==> config.mk <==
export PLATFORM = sky130hd
export DESIGN_NAME = wdt_prescaled
export DESIGN_NICKNAME = d
export VERILOG_FILES = /design/src/rtl/wdt_pkg.sv /design/src/rtl/wdt_ctl_reg.sv /design/src/rtl/wdt_prediv.sv /design/src/rtl/wdt_prescale.sv /design/src/rtl/wdt_count.sv /design/src/rtl/wdt_prescaled.sv
export SDC_FILE = /design/constraint.sdc
export NUM_CORES = 1
export LEC_CHECK = 0
export ABC_AREA = 1
export BUFFER_PORTS_ARGS = -buffer_cell sky130_fd_sc_hd__buf_4
export CAP_MARGIN = 10
export CORE_MARGIN = 4
export CORE_UTILIZATION = 45
export CTS_CLUSTER_DIAMETER = 120
export CTS_CLUSTER_SIZE = 30
export DETAILED_ROUTE_END_ITERATION = 8
export SLEW_MARGIN = 15
export SYNTH_ARGS = -nofsm -noshare
export SYNTH_HDL_FRONTEND = slang
export SYNTH_SLANG_ARGS = --single-unit
==> constraint.sdc <==
create_clock -name clk -period 2.4 [get_ports clk]
set_input_delay 0.24 -clock clk [delete_from_list [all_inputs] [get_ports clk]]
set_output_delay 0.24 -clock clk [all_outputs]
set_load 0.02 [all_outputs]
==> src/rtl/wdt_pkg.sv <==
package wdt_pkg;
  localparam int SEL_W    = 3;
  localparam int REG_W    = 8;
  localparam int ARM_BIT  = 7;
  localparam int CLR_BIT  = 6;
  localparam int IRUN_BIT = 5;
  localparam int SEL_LSB  = 0;

  typedef struct packed {
    logic             arm;
    logic             clr;
    logic             idle_run;
    logic [SEL_W-1:0] sel;
  } wdt_ctl_t;

  function automatic logic [REG_W-1:0] ctl_to_bus(input wdt_ctl_t c);
    logic [REG_W-1:0] b;
    b = '0;
    b[ARM_BIT]  = c.arm;
    b[CLR_BIT]  = c.clr;
    b[IRUN_BIT] = c.idle_run;
    b[SEL_LSB +: SEL_W] = c.sel;
    return b;
  endfunction

  function automatic wdt_ctl_t bus_to_ctl(input logic [REG_W-1:0] b);
    wdt_ctl_t c;
    c.arm      = b[ARM_BIT];
    c.clr      = b[CLR_BIT];
    c.idle_run = b[IRUN_BIT];
    c.sel      = b[SEL_LSB +: SEL_W];
    return c;
  endfunction
endpackage

==> src/rtl/wdt_ctl_reg.sv <==
module wdt_ctl_reg
  import wdt_pkg::*;
(
  input  logic             clk,
  input  logic             rst_n,
  input  logic             wr_i,
  input  logic [REG_W-1:0] wdata_i,
  output wdt_ctl_t         ctl_o,
  output logic [REG_W-1:0] rdata_o
);
  wdt_ctl_t ctl_q;
  wdt_ctl_t ctl_wr;
  logic     unused_rsvd_bits;

  assign ctl_wr           = bus_to_ctl(wdata_i);
  assign unused_rsvd_bits = ^wdata_i[4:3];

  always_ff @(posedge clk or negedge rst_n) begin
    if (!rst_n) begin
      ctl_q <= '0;
    end else if (wr_i) begin
      ctl_q <= ctl_wr;
    end else begin
      // clear bit lives for one cycle only
      ctl_q.clr <= 1'b0;
    end
  end

  assign ctl_o   = ctl_q;
  assign rdata_o = ctl_to_bus(ctl_q);
endmodule

==> src/rtl/wdt_prediv.sv <==
module wdt_prediv #(
  parameter int FIX_DIV = 12
) (
  input  logic clk,
  input  logic rst_n,
  input  logic clr_i,
  input  logic run_i,
  output logic tick_o
);
  generate
    if (FIX_DIV <= 1) begin : g_bypass
      assign tick_o = run_i & ~clr_i;
    end else begin : g_div
      localparam int DW = $clog2(FIX_DIV);
      localparam logic [DW-1:0] LAST = DW'(FIX_DIV - 1);
      logic [DW-1:0] phase_q;

      always_ff @(posedge clk or negedge rst_n) begin
        if (!rst_n) begin
          phase_q <= '0;
        end else if (clr_i) begin
          phase_q <= '0;
        end else if (run_i) begin
          phase_q <= (phase_q == LAST) ? '0 : phase_q + 1'b1;
        end
      end

      assign tick_o = run_i & ~clr_i & (phase_q == LAST);
    end
  endgenerate
endmodule

==> src/rtl/wdt_prescale.sv <==
module wdt_prescale #(
  parameter int SEL_W = 3
) (
  input  logic             clk,
  input  logic             rst_n,
  input  logic             clr_i,
  input  logic             tick_i,
  input  logic [SEL_W-1:0] sel_i,
  output logic             tick_o
);
  localparam int PW = 1 << SEL_W;

  logic [PW-1:0] pcnt_q;
  logic [PW-1:0] mask;

  // mask selects the low (sel+1) bits: ratio 2^(sel+1)
  genvar gi;
  generate
    for (gi = 0; gi < PW; gi++) begin : g_mask
      assign mask[gi] = (SEL_W'(gi) <= sel_i) || (gi == 0);
    end
  endgenerate

  always_ff @(posedge clk or negedge rst_n) begin
    if (!rst_n) begin
      pcnt_q <= '0;
    end else if (clr_i) begin
      pcnt_q <= '0;
    end else if (tick_i) begin
      pcnt_q <= pcnt_q + 1'b1;
    end
  end

  assign tick_o = tick_i & ~clr_i & ((pcnt_q & mask) == mask);
endmodule

==> src/rtl/wdt_count.sv <==
module wdt_count #(
  parameter int CNT_W = 14
) (
  input  logic clk,
  input  logic rst_n,
  input  logic clr_i,
  input  logic tick_i,
  output logic ovf_o
);
  logic [CNT_W-1:0] cnt_q;
  logic             ovf_q;

  always_ff @(posedge clk or negedge rst_n) begin
    if (!rst_n) begin
      cnt_q <= '0;
      ovf_q <= 1'b0;
    end else if (clr_i) begin
      cnt_q <= '0;
      ovf_q <= 1'b0;
    end else if (tick_i) begin
      cnt_q <= cnt_q + 1'b1;
      ovf_q <= &cnt_q;
    end else begin
      ovf_q <= 1'b0;
    end
  end

  assign ovf_o = ovf_q;
endmodule

==> src/rtl/wdt_prescaled.sv <==
module wdt_prescaled
  import wdt_pkg::*;
#(
  parameter int FIX_DIV = 12,
  parameter int CNT_W   = 14
) (
  input  logic             clk,
  input  logic             rst_n,
  input  logic             sfr_wr_i,
  input  logic [REG_W-1:0] sfr_wdata_i,
  output logic [REG_W-1:0] sfr_rdata_o,
  input  logic             idle_i,
  output logic             rst_req_o
);
  wdt_ctl_t ctl;
  logic     run;
  logic     fix_tick;
  logic     pre_tick;

  wdt_ctl_reg u_reg (
    .clk     (clk),
    .rst_n   (rst_n),
    .wr_i    (sfr_wr_i),
    .wdata_i (sfr_wdata_i),
    .ctl_o   (ctl),
    .rdata_o (sfr_rdata_o)
  );

  assign run = ctl.arm & (~idle_i | ctl.idle_run);

  wdt_prediv #(.FIX_DIV(FIX_DIV)) u_prediv (
    .clk    (clk),
    .rst_n  (rst_n),
    .clr_i  (ctl.clr),
    .run_i  (run),
    .tick_o (fix_tick)
  );

  wdt_prescale #(.SEL_W(SEL_W)) u_pre (
    .clk    (clk),
    .rst_n  (rst_n),
    .clr_i  (ctl.clr),
    .tick_i (fix_tick),
    .sel_i  (ctl.sel),
    .tick_o (pre_tick)
  );

  wdt_count #(.CNT_W(CNT_W)) u_cnt (
    .clk    (clk),
    .rst_n  (rst_n),
    .clr_i  (ctl.clr),
    .tick_i (pre_tick),
    .ovf_o  (rst_req_o)
  );
endmodule

* Yosys cells after proc, flatten, opt, wreduce, memory -nomap -nowiden
Index checks and enable logic that the tools add are counted.
** Word-level totals
- Memories :: 0
- RAM bits :: 0
- Word-level logic and storage cells :: 43
- Memory bits (read-only) :: 0
- Bits of input ports :: 12
- Latch bits :: 0
- Flip-flop bits (word level) :: 33
- Output and inout bits :: 9
** Operators by class
- Divide/modulo/power cells :: 0
- Multipliers :: 0
- Reductions and logical operators :: 4
- $lt $le $gt $ge :: 7
- Bitwise logic cells :: 9
- Multiplexer cells :: 10
- Equal/unequal tests :: 2
- Add/sub/neg operators :: 3
- Shift operators :: 0
** Operators with widths (count)
- $mux 14 :: 2
- $mux 8 :: 2
- $add 14x1->14 const B :: 1
- $reduce_and 14->1 :: 1
- $le 3x3->1 const A :: 4
- $mux 4 :: 3
- $add 8x1->8 const B :: 1
- $and 8x8->8 :: 1
- $eq 8x8->1 :: 1
- $le 2x3->1 const A :: 2
- $reduce_bool 2->1 :: 3
- $and 1x1->1 :: 5
- $add 4x1->4 const B :: 1
- $eq 4x4->1 const B :: 1
- $le 1x3->1 const A :: 1
- $mux 1 :: 3
- $not 1->1 :: 2
- $or 1x1->1 :: 1

* Logic depth before layout (Yosys ltp)
Gate-level depths: netlist of run 1.
- Depth in word-level cells :: 9
- Depth in mapped cells :: 10
- Mapped depth without buffers :: 9

* Hierarchy
A second synthesis of run 1 with hierarchy kept.
** Unflattened totals
- Cell total of the unflattened synthesis :: 257
- Area, all modules :: 1888.1 um^2
** Modules (own cells, without submodules)
- wdt_count :: times used 1, cells each 116, sequential area each 375.4 um^2, area an instance 859.6 um^2
- wdt_prescale :: times used 1, cells each 76, sequential area each 200.2 um^2, area an instance 500.5 um^2
- wdt_ctl_reg :: times used 1, cells each 33, sequential area each 150.1 um^2, area an instance 281.5 um^2
- wdt_prediv :: times used 1, cells each 29, sequential area each 100.1 um^2, area an instance 230.2 um^2
- wdt_prescaled :: times used 1, cells each 3, sequential area each 0.0 um^2, area an instance 16.3 um^2

* Worst setup path before layout of run 1
OpenSTA, ideal clock, no wires.
- Kind :: register to register
- Start :: register u_prediv.g_div.phase_q[0]
- End :: register u_cnt.cnt_q[2]
- Arrival time :: 1362 ps
- Library setup time :: 117 ps
- Path buffers :: 1
- Setup slack :: 921 ps
- Cell stages (with the launch flop) :: 8
- Data required time :: 2283 ps
- Period minus slack after synthesis :: 1479 ps
- Cells stage by stage :: dfrtp_1 ha_1 nand3_2 nor3_4 nand3_4 buf_2 nand3_1 nand2_1
** On the way
- Cells in the longest elaborated chain, start to end :: 5
** RTL lines
- start: declaration :: line wdt_prediv.sv:16 : logic [DW-1:0] phase_q;
- start signal: assignment :: line wdt_prediv.sv:24 : phase_q <= (phase_q == LAST) ? '0 : phase_q + 1'b1;
- $eq 4x4->1 :: line wdt_prediv.sv:28 : assign tick_o = run_i & ~clr_i & (phase_q == LAST);
- $and 1x1->1 :: line wdt_prediv.sv:28
- $and 1x1->1 (2 in series) :: line wdt_prescale.sv:34 : assign tick_o = tick_i & ~clr_i & ((pcnt_q & mask) == mask);
- $reduce_bool 2->1 (no source line)
- end signal: assignment :: line wdt_count.sv:21 : cnt_q <= cnt_q + 1'b1;
- end: declaration :: line wdt_count.sv:10 : logic [CNT_W-1:0] cnt_q;
No other way between the ends.
A chain may end at the register's enable or synchronous reset.

* Worst setup path in the final report of run 1
- Start :: register u_prediv.g_div.phase_q[0]
- End :: register u_cnt.cnt_q[0]
The elaborated chain is that of the path after synthesis.

==> results of run 1 <==
-- worst paths after layout --
path	from	end	slack (ns)	depth (start not counted)
max	u_prediv.g_div.phase_q[0]$_DFFE_PN0P_	u_cnt.cnt_q[0]$_DFFE_PN0P_	0.68	7
min	sfr_wdata_i[6]	u_reg.ctl_o[4]$_DFF_PN0_	0.14	3
max reg2reg	u_prediv.g_div.phase_q[0]$_DFFE_PN0P_	u_cnt.cnt_q[0]$_DFFE_PN0P_	0.68	7
min reg2reg	u_prediv.g_div.phase_q[0]$_DFFE_PN0P_	u_prediv.g_div.phase_q[0]$_DFFE_PN0P_	0.51	1
max in group asynchronous	rst_n	u_pre.pcnt_q[4]$_DFFE_PN0P_	1.66	2
min in group asynchronous	rst_n	u_cnt.cnt_q[5]$_DFFE_PN0P_	0.44	2
-- state kept, by name, indices dropped and copies added, names as in the netlist --
name,cells
u_cnt.cnt_q,14
u_pre.pcnt_q,8
u_reg.ctl_o,6
u_prediv.g_div.phase_q,4
u_cnt.ovf_o,1
-- area by class of cell --
class,count,share of cell area
Clock buffer,7,0.0391
Inverter,31,0.0550
Multi-Input combinational cell,196,0.438
Sequential cell,33,0.374
Tap cell,50,0.0283
Timing Repair Buffer,19,0.0657
-- layout by cell type, fill, tap and decap left out, types with 2 or more instances in the layout --
cell and instances:
nand3_4 2, nand2_1 81, xnor2_1 2, nor3_1 3
clkbuf_8 6, ha_1 3, dfrtp_1 33, o21ai_0 12
buf_4 18, nand3_1 31, xor2_1 6, nor2_1 32
nand4_1 8, a21oi_1 5, inv_1 30, conb_1 2
-- cell families after synthesis --
logic type | share of synthesized area
DFF | 0.418
buffers and inverters | 0.0944
other | 0.00190
muxes | 0.00570
and+or+nand+nor | 0.376
adders and majority gates | 0.0190
xor gates and xnor gates | 0.0355
AOI/OAI and AO/OA | 0.0500
-- power by group through the flow --
| stage | Combinational, µW | Sequential, µW | Clock, µW |
|---|---|---|---|
| after global placement | 172 | 636 | 0 |
| after floorplan | 113 | 640 | 0 |
| after detailed placement | 176 | 637 | 0 |
| after CTS | 178 | 627 | 434 |
| final | 174 | 627 | 422 |
| after global routing | 201 | 635 | 463 |
-- stage by stage --
stage	cell area (µm²)	worst slack, ns	utilization	hold WS [ns]	std cells
finish	2210	0.681	0.537	0.138	336
global route	2210	0.451	0.537	0.146	336
CTS	2210	0.661	0.537	0.130	336
detailed placement	2110	0.674	0.513	0.212	328
global placement	2110	0.699	0.513	0.212	328
floorplan	1980	0.921	-	-0.0556	270
-- worst max-delay path, stage by stage (launching register included) --
cell and delay (ns):
dfrtp_1 0.39, ha_1 0.22, nand3_2 0.14, nor3_4 0.29
nand3_4 0.25, nand2_4 0.22, nand2_1 0.07, nand2_1 0.06
-- routing by layer --
metal	global-route usage	vias to the layer above	wire length [µm]
li1	-	884	-
met1	0.215	745	1890
met2	0.287	24	1940
met3	0.0405	6	143
met4	0.0692	0	65
met5	0	-	0
-- Yosys cell counts (2+ instances only) --
library cell	count
nand2_1	81
dfrtp_1	33
nor2_1	32
nand3_1	31
inv_1	30
o21ai_0	12
nand4_1	8
xor2_1	6
a21oi_1	5
buf_4	3
clkbuf_1	3
ha_1	3
nor3_1	3
buf_6	2
nand3_4	2
xnor2_1	2
-- what timing repair did --
| action | CTS | global route |
|---|---|---|
| setup buffers | 0 | 0 |
| setup endpoints to repair | 0 | 0 |
| hold buffers | 1 | 0 |
| hold endpoints to repair | 33 | 0 |
==> results.txt, run 1 <==
status: finished clean
Synth cell types: 29
area grow syn2layout: 11.8%
first-pass GRT wire length: 7.23 mm
PD cells: 554 nW/µm²
CTS resizes: 0
vias per std cell: 4.94
PnR Total Power: 1220 µW
Hold Violations, Final: 0
crit-path max FO: 16
clk sinks: 33
Final Max Tran Viols: 0
global route overflow: 0
nets: 301
Multi-input gate area: 967 µm²
Logic pwr share: 0.142
H-tree depth: 2
Port Buffers: 16
CORE AREA: 4120 µm²
Total GRT Usage: 0.172
worst vdd ir: 0.338 mV
die width: 74.3 µm
Num CTS Buffers: 5
Async SR Flop Fraction: 1.00
clock share of power: 0.345
Top FF cell, synth: dfrtp_1
Setup TNS: 0 ns
1st-pass router iterations: 4
P_leak: 0.00111 µW
critical path class: reg2reg
synth warn: 0
Reg area: 826 µm²
Setup crit end kind: flip-flop
Synth area leaders: dfrtp_1, nand2_1, nand3_1, nor2_1, inv_1
Internal: 889 µW
Synth top area share: 0.418
clock skew: 0.00361 ns
Gate Count Post-Synth: 269
CP Launch Type: flip-flop
Seq cells post-synth: 33
standard-cell rows: 23
CTS clk-pin slew, worst paths: 0.06 ns
syn_area_per_cell: 7.34 µm²
Synth area leader: dfrtp_1
DR iter-0 viols: 106
Max Cap Viol: 0
Critical Path RT: 2.62 ns
detailed-route wire length: 4.04 mm
fin crit share: 0.716
sequential share of the synthesized area: 0.418
die area: 5510 µm²
Detail Route Antenna Nets: 0
# fillers: 425
Netlist Area Pre-Place: 1980 µm²
layout cell share with drive strength beyond 1: 0.112
switching power share of the total: 0.273
vias in the first global route: 1,644
DP HPWL: 2.85 mm
I/O pins: 21
Post-synth EDFFs: 0
average wire per cell in the routed design: 12.0 µm
# setup viols final: 0
root buf cell: clkbuf_8
Final GP Congestion: 0.783
initial antenna violation count: 0
largest net degree at the start of global routing: 34
Sw Pwr: 334 µW
Clock Latency Late Sink: 0.28 ns
Max clock buf depth: 2
Period minus WS final: 1.72 ns
CTS tree: built
Vias: 1,659
Hold WC Path Type: in2reg
n_diodes: 0
DRC viols: 0
Initial Utilization: 0.480
arrival time of the worst setup path: 1.94 ns
fmax: 0.582 GHz
Flop pwr share: 0.512
RSZ-0062 raised after global routing: false
die height: 74.3 µm
(Power assumes the default switching activity.)
==> inputs of run 2 (changes only) <==
--- a/config.mk
+++ b/config.mk
@@ -5,7 +5,7 @@
 export SDC_FILE = /design/constraint.sdc
 export NUM_CORES = 1
 export LEC_CHECK = 0
-export ABC_AREA = 1
+export ABC_AREA = 0
 export BUFFER_PORTS_ARGS = -buffer_cell sky130_fd_sc_hd__buf_4
 export CAP_MARGIN = 10
 export CORE_MARGIN = 4
@@ -13,6 +13,7 @@
 export CTS_CLUSTER_DIAMETER = 120
 export CTS_CLUSTER_SIZE = 30
 export DETAILED_ROUTE_END_ITERATION = 8
+export PLACE_DENSITY = 0.67
 export SLEW_MARGIN = 15
 export SYNTH_ARGS = -nofsm -noshare
 export SYNTH_HDL_FRONTEND = slang
==> constraint.sdc (replaced) <==
create_clock -name clk -period 1.4 [get_ports clk]
set_input_delay 0.14 -clock clk [delete_from_list [all_inputs] [get_ports clk]]
set_output_delay 0.14 -clock clk [all_outputs]
set_load 0.02 [all_outputs]
==> results.txt, run 2 <==
detailed-route wire length: 4.75 mm (was 4.04 mm)
failing checks: negative setup slack
Internal: 1540 µW (was 889 µW)
clock share of power: 0.352 (was 0.345)
Max clock buf depth: 2 (unchanged)
area post-placement: 2250 µm² (was 2110 µm²)
arrival time of the worst setup path: 1.95 ns (was 1.94 ns)
Max Cap Viol: 0 (unchanged)
status: finished, violations left (was finished clean)
Multi-input gate area: 1040 µm² (was 967 µm²)
RSZ-0062 raised after global routing: true (was false)
Hold WS: 0.0634 ns (was 0.138 ns)
Hold WC Path Type: in2reg (unchanged)
CTS tree: built (unchanged)
Logic pwr share: 0.160 (was 0.142)
Detail Route Antenna Nets: 0 (unchanged)
DRC viols: 0 (unchanged)
root buf cell: clkbuf_8 (unchanged)
standard-cell rows: 22 (was 23)
commonest cells after routing, fill and taps aside: buf_4, dfrtp_1, nor2_1, a21oi_1, o31ai_1 (was nand2_1, dfrtp_1, nor2_1, nand3_1, inv_1)
Gate Count Post-Synth: 175 (was 269)
1st-pass router iterations: 4 (unchanged)
# fillers: 276 (was 425)
crit-path max FO: 6 (was 16)
final core occ: 0.691 (was 0.537)
synth warn: 0 (unchanged)
area grow syn2layout: 48.0% (was 11.8%)
Reg area: 828 µm² (was 826 µm²)
dpl cells: 278 (was 328)
Post-synth EDFFs: 0 (unchanged)
clock skew: 0.00603 ns (was 0.00361 ns)
switching power share of the total: 0.266 (was 0.273)
Sw Pwr: 558 µW (was 334 µW)
vias per std cell: 5.75 (was 4.94)
Final Max Tran Viols: 0 (unchanged)
Synth top area share: 0.479 (was 0.418)
Critical Path RT: 1.56 ns (was 2.62 ns)
DR iter-0 viols: 123 (was 106)
Worst Setup Slack, final: -0.397 ns (was 0.681 ns)
largest net degree at the start of global routing: 34 (unchanged)
worst vdd ir: 0.750 mV (was 0.338 mV)
Final GP Congestion: 0.832 (was 0.783)
Netlist Area Pre-Place: 1720 µm² (was 1980 µm²)
CP Launch Type: flip-flop (unchanged)
Seq cells post-synth: 33 (unchanged)
Num CTS Buffers: 5 (unchanged)
die width: 69.9 µm (was 74.3 µm)
average wire per cell in the routed design: 16.3 µm (was 12.0 µm)
Clock Latency Late Sink: 0.29 ns (was 0.28 ns)
CTS clk-pin slew, worst paths: 0.07 ns (was 0.06 ns)
fmax: 0.556 GHz (was 0.582 GHz)
first-pass GRT wire length: 8.17 mm (was 7.23 mm)
vias in the first global route: 1,746 (was 1,644)
Initial Utilization: 0.467 (was 0.480)
syn_area_per_cell: 9.85 µm² (was 7.34 µm²)
fin crit share: 1.28 (was 0.716)
I/O pins: 21 (unchanged)
Non-Filler Instances: 291 (was 336)
Hold Violations, Final: 0 (unchanged)
Top FF cell, synth: dfrtp_1 (unchanged)
H-tree depth: 2 (unchanged)
clk sinks: 33 (unchanged)
Synth area leaders: dfrtp_1, a21oi_1, o31ai_1, or4_1, nor2_1 (was dfrtp_1, nand2_1, nand3_1, nor2_1, inv_1)
Port Buffers: 16 (unchanged)
Flop pwr share: 0.488 (was 0.512)
cell with the most instances after synthesis: dfrtp_1 (was nand2_1)
die area: 4880 µm² (was 5510 µm²)
nets: 258 (was 301)
Total GRT Usage: 0.209 (was 0.172)
n_diodes: 0 (unchanged)
commonest non-fill, non-tap cell in the layout: buf_4 (was nand2_1)
PD cells: 824 nW/µm² (was 554 nW/µm²)
Setup crit end kind: flip-flop (unchanged)
# setup viols final: 23 (was 0)
sequential share of the synthesized area: 0.479 (was 0.418)
critical path class: reg2reg (unchanged)
DP HPWL: 3.12 mm (was 2.85 mm)
Setup TNS: -5.71 ns (was 0 ns)
Synth cell types: 35 (was 29)
initial antenna violation count: 0 (unchanged)
Commonest cells post-synth: dfrtp_1, a21oi_1, nor2_1 (was nand2_1, dfrtp_1, nor2_1)
Synth area leader: dfrtp_1 (unchanged)
Largest Register: u_cnt.cnt_q (unchanged)
Period minus WS final: 1.80 ns (was 1.72 ns)
Vias: 1,674 (was 1,659)
layout cell share with drive strength beyond 1: 0.457 (was 0.112)
final instance area: 2550 µm² (was 2210 µm²)
global route overflow: 0 (unchanged)
CORE AREA: 3690 µm² (was 4120 µm²)
max reg flops: 14 (unchanged)
P_leak: 0.00112 µW (was 0.00111 µW)
Async SR Flop Fraction: 1.00 (unchanged)
die height: 69.9 µm (was 74.3 µm)
run 2: changes by cell type after synthesis, sizes merged, moves of 4 or more:
cell | previous run | this run
nand2 | 82 | 10
inv | 30 | 3
nand3 | 34 | 9
nor2 | 32 | 16
a21oi | 5 | 17
o31ai | 0 | 10
or4 | 0 | 10
o21ai | 12 | 6
and3 | 0 | 5
nand2b | 0 | 5
mux2 | 1 | 5
run 2: repair_timing:
action,in CTS,in global routing
setup buffers,3,1
endpoints found under the setup margin,23,24
hold buffers,1,0
resized for setup,18,15
endpoints found under the hold margin,33,0
pin swaps,15,10
gates cloned,2,0
run 2: area by class of cell:
type | count | share of cell area
multi-input combinational | 132 | 0.408
tap | 48 | 0.0236
clock buffer | 7 | 0.0339
timing repair buffer | 68 | 0.206
sequential | 33 | 0.325
inverter | 3 | 0.00442
run 2: critical path, stage by stage, from the launching register on:
cell and delay [ns]:
dfrtp_1 0.35, ha_2 0.18, and3b_2 0.21, and4_4 0.26
nand3_4 0.10, o31ai_1 0.47, a21oi_4 0.10
run 2: power groups by stage:
stage / Clock [µW] / Sequential [µW] / Combinational (µW)
finish: 740 / 1030 / 336
global placement: 0 / 1030 / 277
CTS: 753 / 1020 / 329
global route: 803 / 1030 / 373
floorplan: 0 / 1050 / 123
detailed placement: 0 / 1040 / 294
run 2: cells by family (layout without fill, tap and decap cells):
logic type | count (synthesis) | count (layout) | share of synthesized area
multiplexers | 8 | 8 | 0.0501
other | 1 | 2 | 0.00218
adder cells (fa/ha/maj) | 3 | 3 | 0.0218
buffers and inverters | 13 | 78 | 0.0392
flip-flops | 33 | 33 | 0.479
AO/OA/AOI/OAI | 37 | 39 | 0.137
XOR/XNOR | 6 | 6 | 0.0305
AND/OR/NAND/NOR | 74 | 74 | 0.240
run 2: metal layers:
layer | part of all wire | GRT usage | up-vias
met1 | 0.40 | 0.248 | 828
li1 | - | - | 780
met3 | 0.052 | 0.0532 | 10
met5 | 0 | 0 | -
met4 | 0.020 | 0.0702 | 0
met2 | 0.53 | 0.366 | 56
run 2: metrics by stage:
stage / total power [µW] / worst slack, ns
detailed placement: 1330 / -0.407
floorplan: 1180 / -0.364
global placement: 1310 / -0.339
CTS: 2110 / -0.342
global route: 2210 / -0.498
finish: 2100 / -0.397
run 2: final timing paths:
| path | slack (ns) | endpoint | start | cells past startpoint |
|---|---|---|---|---|
| max | -0.40 | u_cnt.cnt_q[12]$_DFFE_PN0P_ | u_prediv.g_div.phase_q[1]$_DFFE_PN0P_ | 6 |
| min | 0.06 | u_reg.ctl_o[4]$_DFF_PN0_ | sfr_wdata_i[6] | 2 |
| max reg2reg | -0.40 | u_cnt.cnt_q[12]$_DFFE_PN0P_ | u_prediv.g_div.phase_q[1]$_DFFE_PN0P_ | 6 |
| min reg2reg | 0.56 | u_cnt.cnt_q[6]$_DFFE_PN0P_ | u_cnt.cnt_q[6]$_DFFE_PN0P_ | 2 |
| max in group asynchronous | 0.72 | u_reg.ctl_o[1]$_DFFE_PN0P_ | rst_n | 2 |
| min in group asynchronous | 0.34 | u_cnt.cnt_q[9]$_DFFE_PN0P_ | rst_n | 2 |
